`src/rtl/evt_timer_pkg.sv`:
```
package evt_timer_pkg;
  localparam logic [7:0] CTRL_OFS = 8'h40;
  localparam logic [7:0] VAL_OFS  = 8'h44;
  localparam int unsigned EN_BIT  = 0;
  localparam int unsigned IE_BIT  = 1;
  localparam int unsigned CLR_BIT = 4;
endpackage

```
`src/rtl/evt_rst_sync.sv`:
```
module evt_rst_sync (
  input  logic clk,
  input  logic rst_n,
  output logic rst_n_o
);
  logic s1_q, s2_q;

  always_ff @(posedge clk or negedge rst_n) begin
    if (!rst_n) begin
      s1_q <= 1'b0;
      s2_q <= 1'b0;
    end else begin
      s1_q <= 1'b1;
      s2_q <= s1_q;
    end
  end

  assign rst_n_o = s2_q;
endmodule

```
`src/rtl/evt_ctrl_regs.sv`:
```
module evt_ctrl_regs
  import evt_timer_pkg::*;
#(
  parameter int unsigned DATA_W = 32
) (
  input  logic              clk,
  input  logic              rst_n,
  input  logic              wr_ctrl_i,
  input  logic [DATA_W-1:0] wdata_i,
  input  logic              expire_i,
  output logic              en_o,
  output logic              irq_en_o,
  output logic              pending_o
);
  logic en_q, en_d;
  logic ie_q, ie_d;
  logic pend_q, pend_d;

  always_comb begin
    en_d   = en_q;
    ie_d   = ie_q;
    pend_d = pend_q;
    if (wr_ctrl_i) begin
      en_d = wdata_i[EN_BIT];
      ie_d = wdata_i[EN_BIT] & wdata_i[IE_BIT];
      if (wdata_i[EN_BIT] && wdata_i[CLR_BIT]) pend_d = 1'b0;
    end
    if (expire_i) pend_d = 1'b1;
  end

  always_ff @(posedge clk or negedge rst_n) begin
    if (!rst_n) begin
      en_q   <= 1'b0;
      ie_q   <= 1'b0;
      pend_q <= 1'b0;
    end else begin
      en_q   <= en_d;
      ie_q   <= ie_d;
      pend_q <= pend_d;
    end
  end

  assign en_o      = en_q;
  assign irq_en_o  = ie_q;
  assign pending_o = pend_q;

  // an expiry always leaves the flag pending
  p_expire_sets_pending_r9: assert property (@(posedge clk) disable iff (!rst_n)
    expire_i |=> pend_q);
  // interrupt enable never stands without clock enable
  p_ie_needs_en_r3: assert property (@(posedge clk) disable iff (!rst_n)
    ie_q |-> en_q);
  // a gated clear with no competing expiry drops the flag
  p_clear_works_r8: assert property (@(posedge clk) disable iff (!rst_n)
    (wr_ctrl_i && wdata_i[EN_BIT] && wdata_i[CLR_BIT] && !expire_i) |=> !pend_q);
  // writing zero disables the timer
  p_zero_disables_r2: assert property (@(posedge clk) disable iff (!rst_n)
    (wr_ctrl_i && wdata_i == '0) |=> (!en_q && !ie_q));
endmodule

```
`src/rtl/evt_down_counter.sv`:
```
module evt_down_counter #(
  parameter int unsigned CNT_W = 32
) (
  input  logic             clk,
  input  logic             rst_n,
  input  logic             en_i,
  input  logic             tick_i,
  input  logic             load_i,
  input  logic [CNT_W-1:0] load_val_i,
  output logic [CNT_W-1:0] count_o,
  output logic             expire_o
);
  localparam logic [CNT_W-1:0] ONE = CNT_W'(1);

  logic [CNT_W-1:0] cnt_q, cnt_d;
  logic             run_q, run_d;
  logic             step;

  assign step = en_i & tick_i & run_q & ~load_i;

  always_comb begin
    cnt_d = cnt_q;
    run_d = run_q;
    if (load_i) begin
      cnt_d = load_val_i;
      run_d = (load_val_i != '0);
    end else if (step) begin
      cnt_d = cnt_q - ONE;
      if (cnt_q == ONE) run_d = 1'b0;
    end
  end

  always_ff @(posedge clk or negedge rst_n) begin
    if (!rst_n) begin
      cnt_q <= '0;
      run_q <= 1'b0;
    end else begin
      cnt_q <= cnt_d;
      run_q <= run_d;
    end
  end

  assign count_o  = cnt_q;
  assign expire_o = step & (cnt_q == ONE);

  // no movement while the clock enable is clear
  p_hold_when_off_r6: assert property (@(posedge clk) disable iff (!rst_n)
    (!en_i && !load_i) |=> $stable(cnt_q));
  // a stopped counter rests at zero
  p_idle_at_zero_r7: assert property (@(posedge clk) disable iff (!rst_n)
    !run_q |-> (cnt_q == '0));
  // after expiry the counter is stopped, no reload
  p_no_reload_r7: assert property (@(posedge clk) disable iff (!rst_n)
    expire_o |=> (!run_q && cnt_q == '0));
endmodule

```
`src/rtl/evt_countdown_timer.sv`:
```
module evt_countdown_timer
  import evt_timer_pkg::*;
#(
  parameter int unsigned ADDR_W = 8,
  parameter int unsigned DATA_W = 32
) (
  input  logic              clk,
  input  logic              rst_n,
  input  logic              reg_wr,
  input  logic [ADDR_W-1:0] reg_addr,
  input  logic [DATA_W-1:0] reg_wdata,
  output logic [DATA_W-1:0] reg_rdata,
  input  logic              tick_en,
  output logic              irq
);
  localparam logic [ADDR_W-1:0] A_CTRL = ADDR_W'(CTRL_OFS);
  localparam logic [ADDR_W-1:0] A_VAL  = ADDR_W'(VAL_OFS);

  logic              rst_n_i;
  logic              sel_ctrl, sel_val;
  logic              wr_ctrl, wr_val, load;
  logic              en, irq_en, pending, expire;
  logic [DATA_W-1:0] count;

  evt_rst_sync u_rst (
    .clk     (clk),
    .rst_n   (rst_n),
    .rst_n_o (rst_n_i)
  );

  assign sel_ctrl = (reg_addr == A_CTRL);
  assign sel_val  = (reg_addr == A_VAL);
  assign wr_ctrl  = reg_wr & sel_ctrl;
  assign wr_val   = reg_wr & sel_val;
  assign load     = wr_val & en;

  evt_ctrl_regs #(.DATA_W(DATA_W)) u_ctrl (
    .clk       (clk),
    .rst_n     (rst_n_i),
    .wr_ctrl_i (wr_ctrl),
    .wdata_i   (reg_wdata),
    .expire_i  (expire),
    .en_o      (en),
    .irq_en_o  (irq_en),
    .pending_o (pending)
  );

  evt_down_counter #(.CNT_W(DATA_W)) u_cnt (
    .clk        (clk),
    .rst_n      (rst_n_i),
    .en_i       (en),
    .tick_i     (tick_en),
    .load_i     (load),
    .load_val_i (reg_wdata),
    .count_o    (count),
    .expire_o   (expire)
  );

  always_comb begin
    reg_rdata = '0;
    if (sel_ctrl) begin
      reg_rdata[EN_BIT] = en;
      reg_rdata[IE_BIT] = irq_en;
    end else if (sel_val) begin
      reg_rdata = count;
    end
  end

  assign irq = pending & irq_en;

  // value writes without clock enable leave the count untouched
  p_ignore_val_off_r5: assert property (@(posedge clk) disable iff (!rst_n_i)
    (wr_val && !en) |=> $stable(count));
endmodule

```
`config.mk`:
```
export PLATFORM = sky130hd
export DESIGN_NAME = evt_countdown_timer
export DESIGN_NICKNAME = d
export VERILOG_FILES = /design/src/rtl/evt_timer_pkg.sv /design/src/rtl/evt_rst_sync.sv /design/src/rtl/evt_ctrl_regs.sv /design/src/rtl/evt_down_counter.sv /design/src/rtl/evt_countdown_timer.sv
export SDC_FILE = /design/constraint.sdc
export NUM_CORES = 1
export LEC_CHECK = 0
export BUFFER_PORTS_ARGS = -buffer_cell sky130_fd_sc_hd__buf_2
export CAP_MARGIN = 25
export CORE_ASPECT_RATIO = 0.9
export CORE_MARGIN = 1.5
export CORE_UTILIZATION = 47
export DETAILED_ROUTE_END_ITERATION = 10
export MAX_ROUTING_LAYER = met4
export PLACE_DENSITY = 0.74
export SETUP_SLACK_MARGIN = 0.4
export SLEW_MARGIN = 30
export SYNTH_ARGS = -nofsm -noshare
export SYNTH_HDL_FRONTEND = slang
export SYNTH_SLANG_ARGS = --single-unit
export TNS_END_PERCENT = 100
```
`constraint.sdc`:
```
create_clock -name clk -period 1.4 [get_ports clk]
set_input_delay 0.07 -clock clk [delete_from_list [all_inputs] [get_ports clk]]
set_output_delay 0.07 -clock clk [all_outputs]
set_load 0.03 [all_outputs]
```
==> results by group, run 1 <==
Global routing
  – First-pass GRT wire length: 29.6 mm
  – GR Util All Layers: 0.703
  – Vias in the first global route: 5129
  – Largest net degree at the start of global routing: 21
  – Grt total ovfl: 2

Synth
  – Mapped Nets: 366
  – Post-synth top area share: 0.361
  – Number of enable flip-flop cells after synthesis: 0
  – Syn Inst Count: 320
  – Post-Syn Area per Cell: 8.22 um^2
  – Synth top cells by count: dfrtp_1, nand2_1, and3_1, o21ai_0, nor2_1
  – Top-count cell post-synth: dfrtp_1
  – Area leader, netlist: dfrtp_1
  – Yosys warns: 0
  – Post-synth top flop: dfrtp_1
  – Post-synthesis sequential area ratio: 0.361
  – Top cells by area, synth: dfrtp_1, and3_1, nand2_1, o21ai_0, nor4_1
  – Flops & latches, synth: 38
  – Post-synth ARST share: 1.00
  – Mapped Area: 0.00263 mm^2
  – Synth cell types: 46

Floorplanning
  – Die W: 81.9 um
  – Die outline height: 74.0 um
  – Rows: 25
  – I/O Pins: 77
  – Initial core utilization: 0.495

Placed design
  – Placed cells: 557
  – GP Congestion: 0.966
  – Dpl hpwl: 8.01 mm
  – Setup slack at placement: -846 ps
  – Number of buffers inserted by port buffering: 76

Outcome
  – Err: [ERROR GRT-0116] Global routing finished with congestion. Check the congestion regions in the DRC Viewer.
  – Last stage reached: 5_1_grt
  – Status: stopped before the end

Clocking
  – Clk sinks: 38
  – Root Buffer: clkbuf_8
  – CTS H-Tree Depth: 2
  – CTS Buf Count: 5
  – Longest Clk Path Bufs: 2
[metal layers]
| metal | GRT usage | GRT overflow |
|---|---|---|
| met4 | 0.657 | 2 |
| met2 | 0.862 | 0 |
| met3 | 0.519 | 0 |
| met5 | - | - |
| met1 | 0.704 | 0 |
[timing repair]
| action | 4_1_cts |
|---|---|
| buffers inserted | 23 |
| setup endpoints to repair | 69 |
| pin swaps | 53 |
| hold endpoints to repair | 4 |
| gates resized for setup | 155 |
| hold buffers | 3 |
| gates cloned | 3 |
[logic make-up after synthesis]
kind of cell    share of synthesized area
fa+ha+maj                         0.00951
flops                               0.361
xor+xnor                          0.00333
other cells                       0.00143
simple gates                        0.366
buf+inv                            0.0366
compound gates                      0.206
mux                                0.0157
[stage by stage]
step	TNS, ps	hold slack (ps)	area (um^2)
4_1_cts	-23030	9.86	5110
3_5_place_dp	-30060	-138	4190
3_3_place_gp	-27590	-145	4190
2_1_floorplan	-16130	-226	3020
==> inputs of run 2 (changes only) <==
- CORE_ASPECT_RATIO: 0.9 -> unset
- CORE_UTILIZATION: 47 -> 32
- MAX_ROUTING_LAYER: met4 -> unset
- PLACE_DENSITY: 0.74 -> unset
- PLACE_DENSITY_LB_ADDON: unset -> 0.15
- SETUP_SLACK_MARGIN: 0.4 -> unset
==> run 2 against run 1 <==
Effect of this change: the flow now finishes, with violations (negative setup slack); synthesized cell count stayed put; synthesized area stayed put.
==> results by group, run 2 <==
Synth
  – Post-synth ARST share: 1.00 (unchanged)
  – Synth cell types: 46 (unchanged)
  – Yosys warns: 0 (unchanged)
  – Syn Inst Count: 320 (unchanged)
  – Synth top cells by count: dfrtp_1, nand2_1, and3_1, o21ai_0, nor2_1
  – Top cells by area, synth: dfrtp_1, and3_1, nand2_1, o21ai_0, nor4_1
  – Area leader, netlist: dfrtp_1
  – Post-synth top area share: 0.361 (unchanged)
  – Mapped Nets: 366 (unchanged)
  – Top-count cell post-synth: dfrtp_1
  – Post-Syn Area per Cell: 8.22 um^2 (unchanged)
  – Post-synth top flop: dfrtp_1
  – Post-synthesis sequential area ratio: 0.361 (unchanged)
  – Number of enable flip-flop cells after synthesis: 0 (unchanged)
  – Mapped Area: 0.00263 mm^2 (unchanged)
  – Flops & latches, synth: 38 (unchanged)

Critical path
  – Required time of the worst setup path: 1580 ps
  – Worst path slowest cell: or4_4
  – CP Launch Type: register
  – Crit-path max FO: 6
  – CP Capture Type: register
  – Critical path buffers and inverters: 1
  – Critical-path cell list: or4_4 -> nor4b_4 -> buf_6 -> nand2_4 -> o311a_1 -> a221o_1
  – Critical Path Max Stage Delay: 560 ps
  – Delay-heaviest family, CP: simple AND/OR/NAND/NOR gates
  – CP arrival: 2350 ps
  – Kind of critical path: reg2reg

Timing
  – RSZ-0062 raised after global routing: true
  – Fin crit period: 2170 ps
  – Tcrit/Tclk final: 1.55
  – Endpoints failing setup: 65
  – Max Slew Vio Count: 0
  – Setup tns final: -24810 ps
  – Clock Skew: 8.56 ps
  – Final setup margin: -771 ps
  – Fmax: 461 MHz
  – Final hold vios: 0

Clocking
  – Clk sinks: 38 (unchanged)
  – CTS clock-pin slew for the worst setup and hold paths: 80 ps
  – CTS Buf Count: 5 (unchanged)
  – Longest Clk Path Bufs: 2 (unchanged)
  – TritonCTS clock tree: done
  – Root Buffer: clkbuf_8
  – Skew-Pair Late Insertion Delay: 290 ps
  – CTS H-Tree Depth: 2 (unchanged)

Global routing
  – Largest net degree at the start of global routing: 37
  – GR Util All Layers: 0.275
  – First-pass GRT wire length: 18.5 mm
  – Vias in the first global route: 3582
  – Grt total ovfl: 0
  – Initial antenna violation count: 0

Power
  – Sequential share of power: 0.505
  – Switching Share: 0.255
  – Sw Pwr: 560 uW
  – Comb power frac: 0.128
  – Clock power frac: 0.367
  – PwrDens: 412 mW/mm^2
  – Lkg Pwr: 2.40 nW
  – Internal power: 1.63 mW
  – Worst vdd ir: 0.000365 V

Cells and area
  – Layout Cells excl Fill: 637
  – Register Area: 953 um^2
  – Area grow syn2layout: 102%
  – Most common cell after layout, fill and taps aside: buf_4
  – Area of the multi-input gates: 0.00219 mm^2
  – Layout cells sized above 1: 0.624
  – Commonest cells after routing, fill and taps aside: buf_4, buf_6, buf_2, dfrtp_1
  – Fin area: 0.00532 mm^2
  – Final-stage net count: 580
  – Fillers: 625
  – Max reg flops: 32
  – Antenna Cells: 0

Floorplanning
  – Die W: 93.7 um (+14%)
  – Rows: 32 (+28%)
  – Core area: 0.00785 mm^2
  – I/O Pins: 77 (unchanged)
  – Die Area: 0.00878 mm^2
  – Die outline height: 93.7 um (+27%)
  – Initial core utilization: 0.335 (-0.160)

Min path
  – Hold WC Path Type: in2reg

Routing
  – Via/cell ratio: 5.77
  – Routed Antenna Nets: 0
  – Drt first pass iters: 5
  – Routed length per instance: 18.7 um
  – Residual DRC: 0
  – Via Count: 3675
  – 1st-iter DRT viols: 341
  – Routed WL: 11.9 mm

Outcome
  – Failing checks: negative setup slack
  – Status: finished with violations

Placed design
  – Dpl hpwl: 8.06 mm (+0.62%)
  – Number of buffers inserted by port buffering: 76 (unchanged)
  – Area after DPL: 0.00407 mm^2 (-2.8%)
  – GP Congestion: 0.898 (-7.0%)
  – Placed cells: 593 (+6.5%)

Flow run
  – Max-cap viol count: 0
-- run 2: cell counts after synthesis --
No cell type changed its count.
-- run 2: timing repair --
item,4_1_cts,5_1_grt
cloned,2,0
setup endpoints to repair,66,67
setup buffers,23,10
hold buffers,3,0
pin swaps,58,26
hold endpoints to repair,4,0
resized for setup,190,39
-- run 2: area by class of cell --
cell class,instances,area share
clock buffers,7,0.0162
clock inverters,1,0.000940
inverters,5,0.00400
multi-input cells,259,0.412
flip-flops and latches,38,0.179
well taps,102,0.0240
repair buffers,225,0.364
-- run 2: tightest hold or removal path: cells and delay by family --
| family | cells | cell delay [ps] |
|---|---|---|
| AND/OR/NAND/NOR | 2 | 120 |
| buffers and inverters | 1 | 90 |
-- run 2: final timing paths --
path / endpoint / start / slack (ps) / depth (start not counted)
max reg2reg: u_cnt.count_o[23] / u_cnt.count_o[8] / -770 / 6
max: u_cnt.count_o[23] / u_cnt.count_o[8] / -770 / 6
min: u_cnt.count_o[24] / reg_wdata[24] / 10 / 3
min in group asynchronous: u_rst.s1_q / rst_n / 70 / 2
max in group asynchronous: u_ctrl.en_o / u_rst.rst_n_o / 730 / 1
min reg2reg: u_cnt.count_o[29] / u_rst.rst_n_o / 300 / 1
-- run 2: per-layer routing --
| metal | GRT usage | vias up | wire length, um |
|---|---|---|---|
| met2 | 0.457 | 159 | 6040 |
| li1 | - | 1685 | - |
| met5 | 0 | - | 0 |
| met4 | 0.0896 | 0 | 177 |
| met3 | 0.0477 | 21 | 727 |
| met1 | 0.362 | 1810 | 5000 |
-- run 2: cells by family (layout without fill, tap and decap cells) --
group	count (synthesis)	count (layout)	synth area share
compound gates	81	81	0.206
fa+ha+maj	2	2	0.00951
simple gates	170	170	0.366
buf+inv	23	238	0.0366
mux	4	4	0.0157
flops	38	38	0.361
xor+xnor	1	1	0.00333
other cells	1	1	0.00143
-- run 2: power groups by stage --
| stage | clock network [mW] | registers, mW | logic (mW) |
|---|---|---|---|
| after floorplan | 0 | 1.14 | 0.0589 |
| after global placement | 0 | 1.13 | 0.220 |
| after detailed placement | 0 | 1.13 | 0.223 |
| after CTS | 0.818 | 1.11 | 0.268 |
| after global routing | 0.862 | 1.11 | 0.302 |
| final | 0.804 | 1.11 | 0.281 |
-- run 2: stage by stage --
step                      setup slack [ps]  total power [mW]   util  hold WS, ps
final                                 -771              2.19  0.678         11.2
after global routing                  -844              2.27  0.678         16.8
after CTS                             -743              2.19  0.649         12.2
after detailed placement              -773              1.35  0.519         -144
after global placement                -726              1.35  0.519         -145
after floorplan                       -921              1.20      -         -226
Power figures use the tool's default switching activity.
==> inputs of run 3 (changes only) <==
--- a/config.mk
+++ b/config.mk
@@ -12,3 +12,5 @@
 export DETAILED_ROUTE_END_ITERATION = 10
+export GPL_TIMING_DRIVEN = 0
 export PLACE_DENSITY_LB_ADDON = 0.15
+export RECOVER_POWER = 50
 export SLEW_MARGIN = 30
--- a/constraint.sdc
+++ b/constraint.sdc
@@ -3,2 +3,2 @@
 set_output_delay 0.07 -clock clk [all_outputs]
-set_load 0.03 [all_outputs]
+set_load 0.01 [all_outputs]
==> run 3 against run 2 <==
Effect of this change: the run still ends with negative setup slack left; register-to-register slack got worse by 210 ps; cell area fell by 15%; power rose by 8.3%; largest cell class unchanged; clock skew rose by 8.4 ps; largest power group unchanged; global-route usage fell by 2.0 points; critical path type unchanged; highest routed layer unchanged; sequential cell count did not move; count of clock-buffer cells in the layout did not move; combinational power fell by 13%; clock power rose by 27%; utilization fell by 10 points; sequential power barely moved.
==> results by group, run 3 (same netlist as run 2, synthesis figures left out) <==
Outcome
  – Status: finished with violations
  – Failing checks: negative setup slack

Floorplanning
  – Initial core utilization: 0.335 (unchanged)
  – Core area: 0.00785 mm^2 (unchanged)
  – Die outline height: 93.7 um (unchanged)
  – Die W: 93.7 um (unchanged)
  – Die Area: 0.00878 mm^2 (unchanged)
  – I/O Pins: 77 (unchanged)
  – Rows: 32 (unchanged)

Clocking
  – Skew-Pair Late Insertion Delay: 300 ps (about the same)
  – Clk sinks: 38 (unchanged)
  – CTS Buf Count: 5 (unchanged)
  – Longest Clk Path Bufs: 2 (unchanged)
  – Root Buffer: clkbuf_8
  – TritonCTS clock tree: done
  – CTS clock-pin slew for the worst setup and hold paths: 80 ps (about the same)
  – CTS H-Tree Depth: 2 (unchanged)

Placed design
  – Number of buffers inserted by port buffering: 75 (-1.3%)
  – GP Congestion: 0.883 (-1.7%)
  – Area after DPL: 0.00331 mm^2 (-19%)
  – Dpl hpwl: 7.27 mm (-9.8%)

Critical path
  – Critical Path Max Stage Delay: 560 ps (about the same)
  – Cell depth of the worst setup path: 7 (+1)
  – Kind of critical path: reg2reg
  – Delay-heaviest family, CP: simple AND/OR/NAND/NOR gates
  – CP arrival: 2550 ps (+200 ps)
  – Critical path buffers and inverters: 2 (+1)
  – Worst path slowest cell: or4_4
  – CP Launch Type: register
  – Worst reg2reg setup slack: -980 ps (-210 ps)
  – CP Capture Type: register
  – Reg2reg path depth: 7 (+1)
  – Critical-path cell list: buf_8 -> or4_4 -> nor4b_4 -> buf_6 -> nand2_8 -> o311a_1 -> a221o_1
  – Required time of the worst setup path: 1570 ps (about the same)
  – Crit-path max FO: 6 (unchanged)

Timing
  – Final setup margin: -983 ps (-212 ps)
  – Clock Skew: 16.9 ps (+8.37 ps)
  – Worst-margin pin slew: 611 ps
  – RSZ-0062 raised after global routing: true
  – Tcrit/Tclk final: 1.70 (+0.151)
  – Final hold vios: 0 (unchanged)
  – Max Slew Vio Count: 0 (unchanged)
  – Fmax: 420 MHz (-8.9%)
  – Endpoints failing setup: 64 (-1.5%)
  – Normalized max-slew margin: 0.592
  – Fin crit period: 2380 ps (+212 ps)
  – Setup tns final: -25070 ps (-263 ps)

Cells and area
  – Final-stage net count: 524 (-9.7%)
  – Max reg flops: 32 (unchanged)
  – Commonest cells after routing, fill and taps aside: buf_2, buf_4, dfrtp_1, nand2_1, and3_1
  – Most common cell after layout, fill and taps aside: buf_2
  – Fin area: 0.00452 mm^2 (-15%)
  – Area grow syn2layout: 71.8%
  – Antenna Cells: 0 (unchanged)
  – Layout cells sized above 1: 0.503 (-0.121)

Routing
  – Drt first pass iters: 5 (unchanged)
  – Routed Antenna Nets: 0 (unchanged)
  – Via Count: 3517 (-4.3%)
  – Routed WL: 11.5 mm (-3.5%)
  – Routed length per instance: 19.8 um (+5.8%)
  – Residual DRC: 0 (unchanged)
  – 1st-iter DRT viols: 292 (-14%)
  – Via/cell ratio: 6.05 (+4.9%)

Power
  – PwrDens: 526 mW/mm^2 (+28%)
  – Lkg Pwr: 2.13 nW (-11%)
  – Worst vdd ir: 0.000442 V (+21%)

Global routing
  – Vias in the first global route: 3272 (-8.7%)
  – Initial antenna violation count: 0 (unchanged)
  – Grt total ovfl: 0 (unchanged)
  – Largest net degree at the start of global routing: 27 (-27%)
  – First-pass GRT wire length: 17.2 mm (-7.1%)
  – GR Util All Layers: 0.255 (-0.0200)

Min path
  – Hold WC Path Type: in2reg
  – Hold depth: 3 (unchanged)

Flow run
  – Max-cap viol count: 0 (unchanged)
==> run 3: area by class of cell <==
cell class	instances	area, um^2
Clock inverter	1	30.0
Clock buffer	7	86.3
Inverter	5	18.8
Fill cell	727	3330
Tap cell	102	128
Buffer	15	178
Sequential cell	38	956
Timing Repair Buffer	154	1100
Multi-Input combinational cell	259	2020
==> run 3: final timing paths <==
check | to | start
max | u_cnt.count_o[27] | u_cnt.count_o[4]
min | u_cnt.count_o[24] | reg_wdata[24]
max reg2reg | u_cnt.count_o[27] | u_cnt.count_o[4]
min reg2reg | u_cnt.count_o[19] | u_rst.rst_n_o
max in group asynchronous | u_cnt.count_o[1] | u_rst.rst_n_o
min in group asynchronous | u_rst.rst_n_o | rst_n
==> run 3: power breakdown <==
group | switching, mW | total, mW | internal (mW)
Clock | 0.435 | 1.02 | 0.582
Combinational | 0.137 | 0.245 | 0.108
Sequential | 0.0103 | 1.11 | 1.10
Total | 0.583 | 2.38 | 1.79
==> run 3: worst reg2reg max path, cell delays in order, from the launching register on <==
cell and delay, ps:
dfrtp_1 390, buf_8 130, or4_4 560, nor4b_4 290
buf_6 190, nand2_8 70, o311a_1 330, a221o_1 290
==> run 3: per-stage QoR <==
stage	worst slack (ps)	utilization	cells	total power, mW	hold slack [ps]
6_report	-983	0.576	581	2.38	10.5
5_1_grt	-1020	0.576	581	2.45	16.4
4_1_cts	-911	0.538	551	2.36	3.56
3_5_place_dp	-1240	0.421	498	1.32	-144
3_3_place_gp	-1260	0.419	497	1.31	-145
2_1_floorplan	-921	-	320	1.20	-226
==> run 3: timing repair <==
item	in CTS	in global routing
cloned	1	0
pin swaps	37	32
hold endpoints to repair	4	0
hold buffers	3	0
gates resized for setup	101	27
endpoints found under the setup margin	65	64
setup buffers	43	32
==> run 3: metal layers <==
| metal | track usage | routed length, um |
|---|---|---|
| met5 | 0 | 0 |
| met4 | 0.106 | 464 |
| met3 | 0.0453 | 1010 |
| met2 | 0.405 | 5390 |
| met1 | 0.341 | 4660 |
